**src/rtl/bdf_pkg.sv**
```systemverilog
package bdf_pkg;
    typedef enum logic [1:0] {
        ING_IDLE,
        ING_FILL,
        ING_DROP
    } ing_state_t;
endpackage

```
**src/rtl/bdf_beat_ram.sv**
```systemverilog
module bdf_beat_ram #(
    parameter int DATA_W  = 16,
    parameter int ENTRIES = 48,
    parameter int ADDR_W  = 6
) (
    input  logic              clk,
    input  logic              we,
    input  logic [ADDR_W-1:0] waddr,
    input  logic [DATA_W-1:0] wdata,
    input  logic [ADDR_W-1:0] raddr,
    output logic [DATA_W-1:0] rdata
);
    logic [DATA_W-1:0] cells [ENTRIES];

    always_ff @(posedge clk) begin
        if (we) cells[waddr] <= wdata;
    end

    assign rdata = cells[raddr];
endmodule

```
**src/rtl/bdf_ingress_fsm.sv**
```systemverilog
module bdf_ingress_fsm
    import bdf_pkg::*;
#(
    parameter int BURST_BEATS = 4,
    parameter int ENTRIES     = 48,
    parameter int ADDR_W      = 6,
    parameter int BEAT_W      = 2
) (
    input  logic              clk,
    input  logic              rst,
    input  logic              in_valid,
    input  logic              slots_full,
    output logic              wr_en,
    output logic [ADDR_W-1:0] wr_addr,
    output logic              slot_take,
    output logic              burst_done,
    output logic              drop_start
);
    localparam logic [BEAT_W-1:0] LAST_BEAT = BEAT_W'(BURST_BEATS - 1);
    localparam logic [ADDR_W-1:0] LAST_ADDR = ADDR_W'(ENTRIES - 1);

    ing_state_t        state, state_nx;
    logic [BEAT_W-1:0] beat_cnt, beat_nx;

    // state register
    always_ff @(posedge clk) begin
        if (rst) begin
            state    <= ING_IDLE;
            beat_cnt <= '0;
            wr_addr  <= '0;
        end else begin
            state    <= state_nx;
            beat_cnt <= beat_nx;
            if (wr_en) wr_addr <= (wr_addr == LAST_ADDR) ? '0 : wr_addr + 1'b1;
        end
    end

    // next state and strobes
    always_comb begin
        state_nx   = state;
        beat_nx    = beat_cnt;
        wr_en      = 1'b0;
        slot_take  = 1'b0;
        burst_done = 1'b0;
        drop_start = 1'b0;
        unique case (state)
            ING_IDLE: begin
                if (in_valid) begin
                    beat_nx = BEAT_W'(1);
                    if (slots_full) begin
                        drop_start = 1'b1;
                        state_nx   = ING_DROP;
                    end else begin
                        wr_en     = 1'b1;
                        slot_take = 1'b1;
                        state_nx  = ING_FILL;
                    end
                end
            end
            ING_FILL: begin
                if (in_valid) begin
                    wr_en = 1'b1;
                    if (beat_cnt == LAST_BEAT) begin
                        burst_done = 1'b1;
                        beat_nx    = '0;
                        state_nx   = ING_IDLE;
                    end else begin
                        beat_nx = beat_cnt + 1'b1;
                    end
                end
            end
            ING_DROP: begin
                if (in_valid) begin
                    if (beat_cnt == LAST_BEAT) begin
                        beat_nx  = '0;
                        state_nx = ING_IDLE;
                    end else begin
                        beat_nx = beat_cnt + 1'b1;
                    end
                end
            end
            default: state_nx = ING_IDLE;
        endcase
    end
endmodule

```
**src/rtl/bdf_occupancy.sv**
```systemverilog
module bdf_occupancy #(
    parameter int DEPTH_BURSTS = 12,
    parameter int BURST_BEATS  = 4,
    parameter int ENTRIES      = 48,
    parameter int ADDR_W       = 6,
    parameter int BEAT_W       = 2,
    parameter int LVL_W        = 4
) (
    input  logic              clk,
    input  logic              rst,
    input  logic              slot_take,
    input  logic              burst_done,
    input  logic              out_ready,
    output logic [LVL_W-1:0]  level,
    output logic              slots_full,
    output logic              out_valid,
    output logic              out_last,
    output logic [ADDR_W-1:0] rd_addr
);
    localparam logic [BEAT_W-1:0] LAST_BEAT = BEAT_W'(BURST_BEATS - 1);
    localparam logic [ADDR_W-1:0] LAST_ADDR = ADDR_W'(ENTRIES - 1);
    localparam logic [LVL_W-1:0]  FULL_LVL  = LVL_W'(DEPTH_BURSTS);

    logic [LVL_W-1:0]  ready_bursts;
    logic [BEAT_W-1:0] rd_beat;
    logic              fire, release_slot;

    assign out_valid    = (ready_bursts != '0);
    assign out_last     = (rd_beat == LAST_BEAT);
    assign fire         = out_valid && out_ready;
    assign release_slot = fire && out_last;
    assign slots_full   = (level == FULL_LVL);

    always_ff @(posedge clk) begin
        if (rst) begin
            level        <= '0;
            ready_bursts <= '0;
            rd_beat      <= '0;
            rd_addr      <= '0;
        end else begin
            level        <= level + LVL_W'(slot_take) - LVL_W'(release_slot);
            ready_bursts <= ready_bursts + LVL_W'(burst_done) - LVL_W'(release_slot);
            if (fire) begin
                rd_beat <= out_last ? '0 : rd_beat + 1'b1;
                rd_addr <= (rd_addr == LAST_ADDR) ? '0 : rd_addr + 1'b1;
            end
        end
    end
endmodule

```
**src/rtl/bdf_drop_tally.sv**
```systemverilog
module bdf_drop_tally #(
    parameter int CNT_W = 8
) (
    input  logic             clk,
    input  logic             rst,
    input  logic             hit,
    output logic [CNT_W-1:0] count,
    output logic             sticky
);
    always_ff @(posedge clk) begin
        if (rst) begin
            count  <= '0;
            sticky <= 1'b0;
        end else if (hit) begin
            sticky <= 1'b1;
            if (count != '1) count <= count + 1'b1;
        end
    end
endmodule

```
**src/rtl/burst_drop_fifo.sv**
```systemverilog
module burst_drop_fifo #(
    parameter int DATA_W       = 16,
    parameter int BURST_BEATS  = 4,
    parameter int DEPTH_BURSTS = 12,
    parameter int AFULL_BURSTS = 8,
    parameter int CNT_W        = 8,
    localparam int LVL_W       = $clog2(DEPTH_BURSTS + 1)
) (
    input  logic              clk,
    input  logic              rst,
    input  logic              in_valid,
    input  logic [DATA_W-1:0] in_data,
    output logic              almost_full,
    output logic              out_valid,
    input  logic              out_ready,
    output logic [DATA_W-1:0] out_data,
    output logic              out_last,
    output logic [LVL_W-1:0]  fill_level,
    output logic [CNT_W-1:0]  drop_count,
    output logic              overflow
);
    localparam int ENTRIES = DEPTH_BURSTS * BURST_BEATS;
    localparam int ADDR_W  = $clog2(ENTRIES);
    localparam int BEAT_W  = $clog2(BURST_BEATS);

    generate
        if (AFULL_BURSTS < 1 || AFULL_BURSTS >= DEPTH_BURSTS) begin : g_bad_watermark
            $error("AFULL_BURSTS must lie in 1 .. DEPTH_BURSTS-1");
        end
        if (BURST_BEATS < 2) begin : g_bad_burst
            $error("BURST_BEATS must be at least 2");
        end
    endgenerate

    logic              wr_en, slot_take, burst_done, drop_start, slots_full;
    logic [ADDR_W-1:0] wr_addr, rd_addr;

    bdf_ingress_fsm #(
        .BURST_BEATS(BURST_BEATS), .ENTRIES(ENTRIES), .ADDR_W(ADDR_W), .BEAT_W(BEAT_W)
    ) u_ingress (
        .clk(clk), .rst(rst), .in_valid(in_valid), .slots_full(slots_full),
        .wr_en(wr_en), .wr_addr(wr_addr), .slot_take(slot_take),
        .burst_done(burst_done), .drop_start(drop_start)
    );

    bdf_beat_ram #(
        .DATA_W(DATA_W), .ENTRIES(ENTRIES), .ADDR_W(ADDR_W)
    ) u_ram (
        .clk(clk), .we(wr_en), .waddr(wr_addr), .wdata(in_data),
        .raddr(rd_addr), .rdata(out_data)
    );

    bdf_occupancy #(
        .DEPTH_BURSTS(DEPTH_BURSTS), .BURST_BEATS(BURST_BEATS), .ENTRIES(ENTRIES),
        .ADDR_W(ADDR_W), .BEAT_W(BEAT_W), .LVL_W(LVL_W)
    ) u_occ (
        .clk(clk), .rst(rst), .slot_take(slot_take), .burst_done(burst_done),
        .out_ready(out_ready), .level(fill_level), .slots_full(slots_full),
        .out_valid(out_valid), .out_last(out_last), .rd_addr(rd_addr)
    );

    bdf_drop_tally #(
        .CNT_W(CNT_W)
    ) u_tally (
        .clk(clk), .rst(rst), .hit(drop_start), .count(drop_count), .sticky(overflow)
    );

    assign almost_full = (fill_level >= LVL_W'(AFULL_BURSTS));
endmodule

```
**config.mk**
```make
export PLATFORM = sky130hd
export DESIGN_NAME = burst_drop_fifo
export DESIGN_NICKNAME = d
export VERILOG_FILES = /design/src/rtl/bdf_pkg.sv /design/src/rtl/bdf_beat_ram.sv /design/src/rtl/bdf_ingress_fsm.sv /design/src/rtl/bdf_occupancy.sv /design/src/rtl/bdf_drop_tally.sv /design/src/rtl/burst_drop_fifo.sv
export SDC_FILE = /design/constraint.sdc
export NUM_CORES = 1
export LEC_CHECK = 0
export CORE_UTILIZATION = 52
export DETAILED_ROUTE_END_ITERATION = 7
export PLACE_DENSITY_LB_ADDON = 0.25
export SYNTH_ARGS = -nofsm -noshare
export SYNTH_HDL_FRONTEND = slang
export SYNTH_SLANG_ARGS = --single-unit
```
**constraint.sdc**
```tcl
create_clock -name clk -period 2.4 [get_ports clk]
set_input_delay 0.36 -clock clk [delete_from_list [all_inputs] [get_ports clk]]
set_output_delay 0.36 -clock clk [all_outputs]
set_load 0.01 [all_outputs]
```
==> implementation parameters <==
Parameter                              Value

Route
  Number of vias per cell after detailed routing    6.013
  Number of iterations in the first detailed-routing pass    5
  First DRT Iteration DRCs    1,557
  Post-Route WL    75.79 mm
  DRC    0
  Final antenna-violating net count    0
  Vias after detailed routing    16,884
  Wire per inst    26.99 µm

Die
  Std-Cell Rows    90
  Initial core utilization    52.64%
  Placeable Area    60,470 µm²
  Horizontal extent of the die    249.4 µm
  Die ar.    62,210 µm²
  Vertical extent of the die    249.4 µm
  Top-level I/O count    52

Worst setup path
  Start-to-end type of the worst setup path    flip-flop to primary output
  Start of the worst register-to-register path    u_occ.ready_bursts[2]
  CP arrival    3000 ps
  Worst Setup End Kind    primary output
  Required time at the worst-slack endpoint    2040 ps
  Worst-path fanout max    11
  Setup crit start kind    flip-flop

Global route
  Pin count of the biggest net entering global routing    49
  Number of antenna violations at the first check in global routing    1
  Total routing resource utilization after global routing    24.45%
  Global-route congestion overflow total    0
  Number of global-route vias before repair    17,102
  First-pass GRT wire length    110.5 mm

Synth
  Mean instance size in the synthesized netlist    18.88 µm²
  Post-synthesis cell count    1,686
  Flip-flop and latch count after synthesis    809
  Syn. warnings    0
  Leading post-synthesis cells by instance count    sky130_fd_sc_hd__edfxtp_1, sky130_fd_sc_hd__mux2i_1, sky130_fd_sc_hd__nor2_1, sky130_fd_sc_hd__mux4_2, sky130_fd_sc_hd__a22oi_1
  Mapped Nets    1,725
  Leading area contributor after synthesis    sky130_fd_sc_hd__edfxtp_1
  Most instantiated library cell after synthesis    sky130_fd_sc_hd__edfxtp_1
  Fraction of registers with async set/reset    0%
  Portion of the post-synthesis area used by sequential elements    75.03%
  Synthesized area    31,830 µm²
  Distinct cell type count after synthesis    46
  Area share of the leading cell type in the synthesized netlist    72.45%
  Commonest register cell after synthesis    sky130_fd_sc_hd__edfxtp_1
  Leading cell types by total area after synthesis    sky130_fd_sc_hd__edfxtp_1, sky130_fd_sc_hd__mux2i_1, sky130_fd_sc_hd__mux4_2
  Number of synthesized flops with an enable pin    768

Power and ir drop
  Leakage power figure    12.25 nW
  Worst IR drop on VDD    0.8080 mV
  Power consumption    28.70 mW
  Power per Cell Area    740.1 nW/µm²

Clock tree
  Hold-fix buffers, CTS    0
  Clock transition at the registers of the reported paths    60 ps
  Clock tree from TritonCTS    yes
  Skew-Pair Late Insertion Delay    630 ps
  Number of buffers created by CTS    81
  CTS Buffer Depth    3
  Number of sinks handled by clock tree synthesis    809
  CTS root buf    sky130_fd_sc_hd__clkbuf_16
  H-tree levels    3

Run status
  Status    complete, but fails checks
  Violated checks    negative setup slack

STA
  Number of failing hold endpoints at the final stage    0
  Tcrit/Tclk final    140.0%
  Post-route minimum period    3359 ps
  Number of failing setup endpoints in the final timing report    16
  Top achievable clock speed    297.7 MHz
  Relative max-transition margin    33.46%
  Unrepaired setup endpoints after global routing    yes
  Skew final    24.25 ps
  Hold_ws    204.8 ps
  Final Max Tran Viols    0
  Final Worst Setup Slack    -959.1 ps
  Slew at the pin closest to its max-slew limit    998.1 ps

Cells and area
  Filler cells    4,027
  Share of post-route cells with drive strength above 1    27.64%
  Layout overhead on the synthesized area    21.84%
  Non-Filler Instances    2,808
  Post-layout net count    2,001
  Final antenna diode count    0
  Post-Route Utilization    64.14%

Min path
  Worst hold-check path type    primary input to flip-flop
  Worst min-delay path startpoint    in_data[13]

Flow run
  Number of maximum-capacitance violations    0

Placement
  HPWL Detailed    45.05 mm
  GPL Wtd Cong    0.8235
  Number of port buffers    51
  Placed cells    2,615
  Setup Slack @ Placement    -949.8 ps
==> cells in the final DEF, fill, tap and decap left out, types with 16 or more instances in the layout <==
master	n
sky130_fd_sc_hd__a21oi_1	34
sky130_fd_sc_hd__a221oi_2	22
sky130_fd_sc_hd__a22o_1	32
sky130_fd_sc_hd__a22oi_1	62
sky130_fd_sc_hd__buf_12	77
sky130_fd_sc_hd__buf_2	29
sky130_fd_sc_hd__buf_4	126
sky130_fd_sc_hd__clkbuf_1	19
sky130_fd_sc_hd__clkbuf_16	84
sky130_fd_sc_hd__clkdlybuf4s50_1	21
sky130_fd_sc_hd__clkinv_1	16
sky130_fd_sc_hd__dfxtp_1	37
sky130_fd_sc_hd__edfxtp_1	768
sky130_fd_sc_hd__ha_1	16
sky130_fd_sc_hd__mux2i_1	260
sky130_fd_sc_hd__mux4_2	80
sky130_fd_sc_hd__nand2_1	26
sky130_fd_sc_hd__nor2_1	81
==> flip-flops by register name, indices dropped and copies added, names as in the netlist, named ones only <==
signal and cells:
u_ingress.beat_cnt 2, u_ingress.state 2, u_ingress.wr_addr 6, u_occ.level 4, u_occ.rd_addr 6, u_occ.rd_beat 2, u_occ.ready_bursts 4, u_ram.cells 768
u_tally.count 8, u_tally.sticky 1
==> timing repair <==
action	in CTS	in global routing
setup endpoints to repair	49	42
hold endpoints to repair	0	0
gates resized for setup	159	36
setup buffers	18	20
cloned	9	1
pin swaps	25	18
==> layout make-up <==
cell class	count	area [µm²]	area share, %
Multi-Input combinational cell	770	7885	20.33
Clock inverter	44	310.3	0.8001
Clock buffer	103	2162	5.575
Tap cell	782	978.4	2.523
Sequential cell	809	23890	61.60
Timing Repair Buffer	287	3510	9.049
Inverter	13	48.80	0.1258
==> per-stage QoR <==
step           TNS [ps]  cell area, µm²
5_1_grt          -15260           38780
4_1_cts          -14400           38430
3_5_place_dp     -28020           35140
3_3_place_gp     -21350           35140
6_report         -14040           38780
2_1_floorplan         0           31840
==> worst paths after layout <==
check,depth (start not counted),end,slack [ps]
max,10,out_data[5],-960
min,1,u_ram.cells[29][13],200
max reg2reg,11,u_occ.level[2],110
min reg2reg,2,u_occ.rd_beat[1],460
==> power breakdown <==
group / internal [mW] / leakage (nW) / total [mW] / switching, mW
combinational: 0.500 / 3.81 / 1.24 / 0.742
sequential: 15.6 / 7.24 / 15.6 / 0.0503
clock: 6.62 / 1.20 / 11.8 / 5.20
total: 22.7 / 12.3 / 28.7 / 5.99
==> critical path, stage by stage, from the launching register on <==
cell and delay [ps]:
sky130_fd_sc_hd__dfxtp_4 360, sky130_fd_sc_hd__buf_12 160, sky130_fd_sc_hd__buf_16 160, sky130_fd_sc_hd__buf_6 140, sky130_fd_sc_hd__buf_16 150, sky130_fd_sc_hd__buf_4 150, sky130_fd_sc_hd__mux2i_1 110, sky130_fd_sc_hd__a22oi_1 260
sky130_fd_sc_hd__a21oi_2 180, sky130_fd_sc_hd__o41ai_4 470, sky130_fd_sc_hd__buf_2 220
==> layer usage <==
metal,up-vias,wire [µm],global-route usage (%)
met4,2,2554,8.818
met5,-,7,0
met1,8720,30930,33.08
met3,143,5424,4.933
li1,7401,-,-
met2,618,36870,39.58
==> cells by family after synthesis <==
family,count (synthesis),synth area share (%)
muxes,342,13.90
xor gates and xnor gates,17,0.4677
buffers and inverters,107,1.934
DFF,809,75.03
and+or+nand+nor,175,2.488
adders and majority gates,19,0.7940
AOI/OAI and AO/OA,217,5.385
No activity file was read; power rests on OpenSTA's default activity.
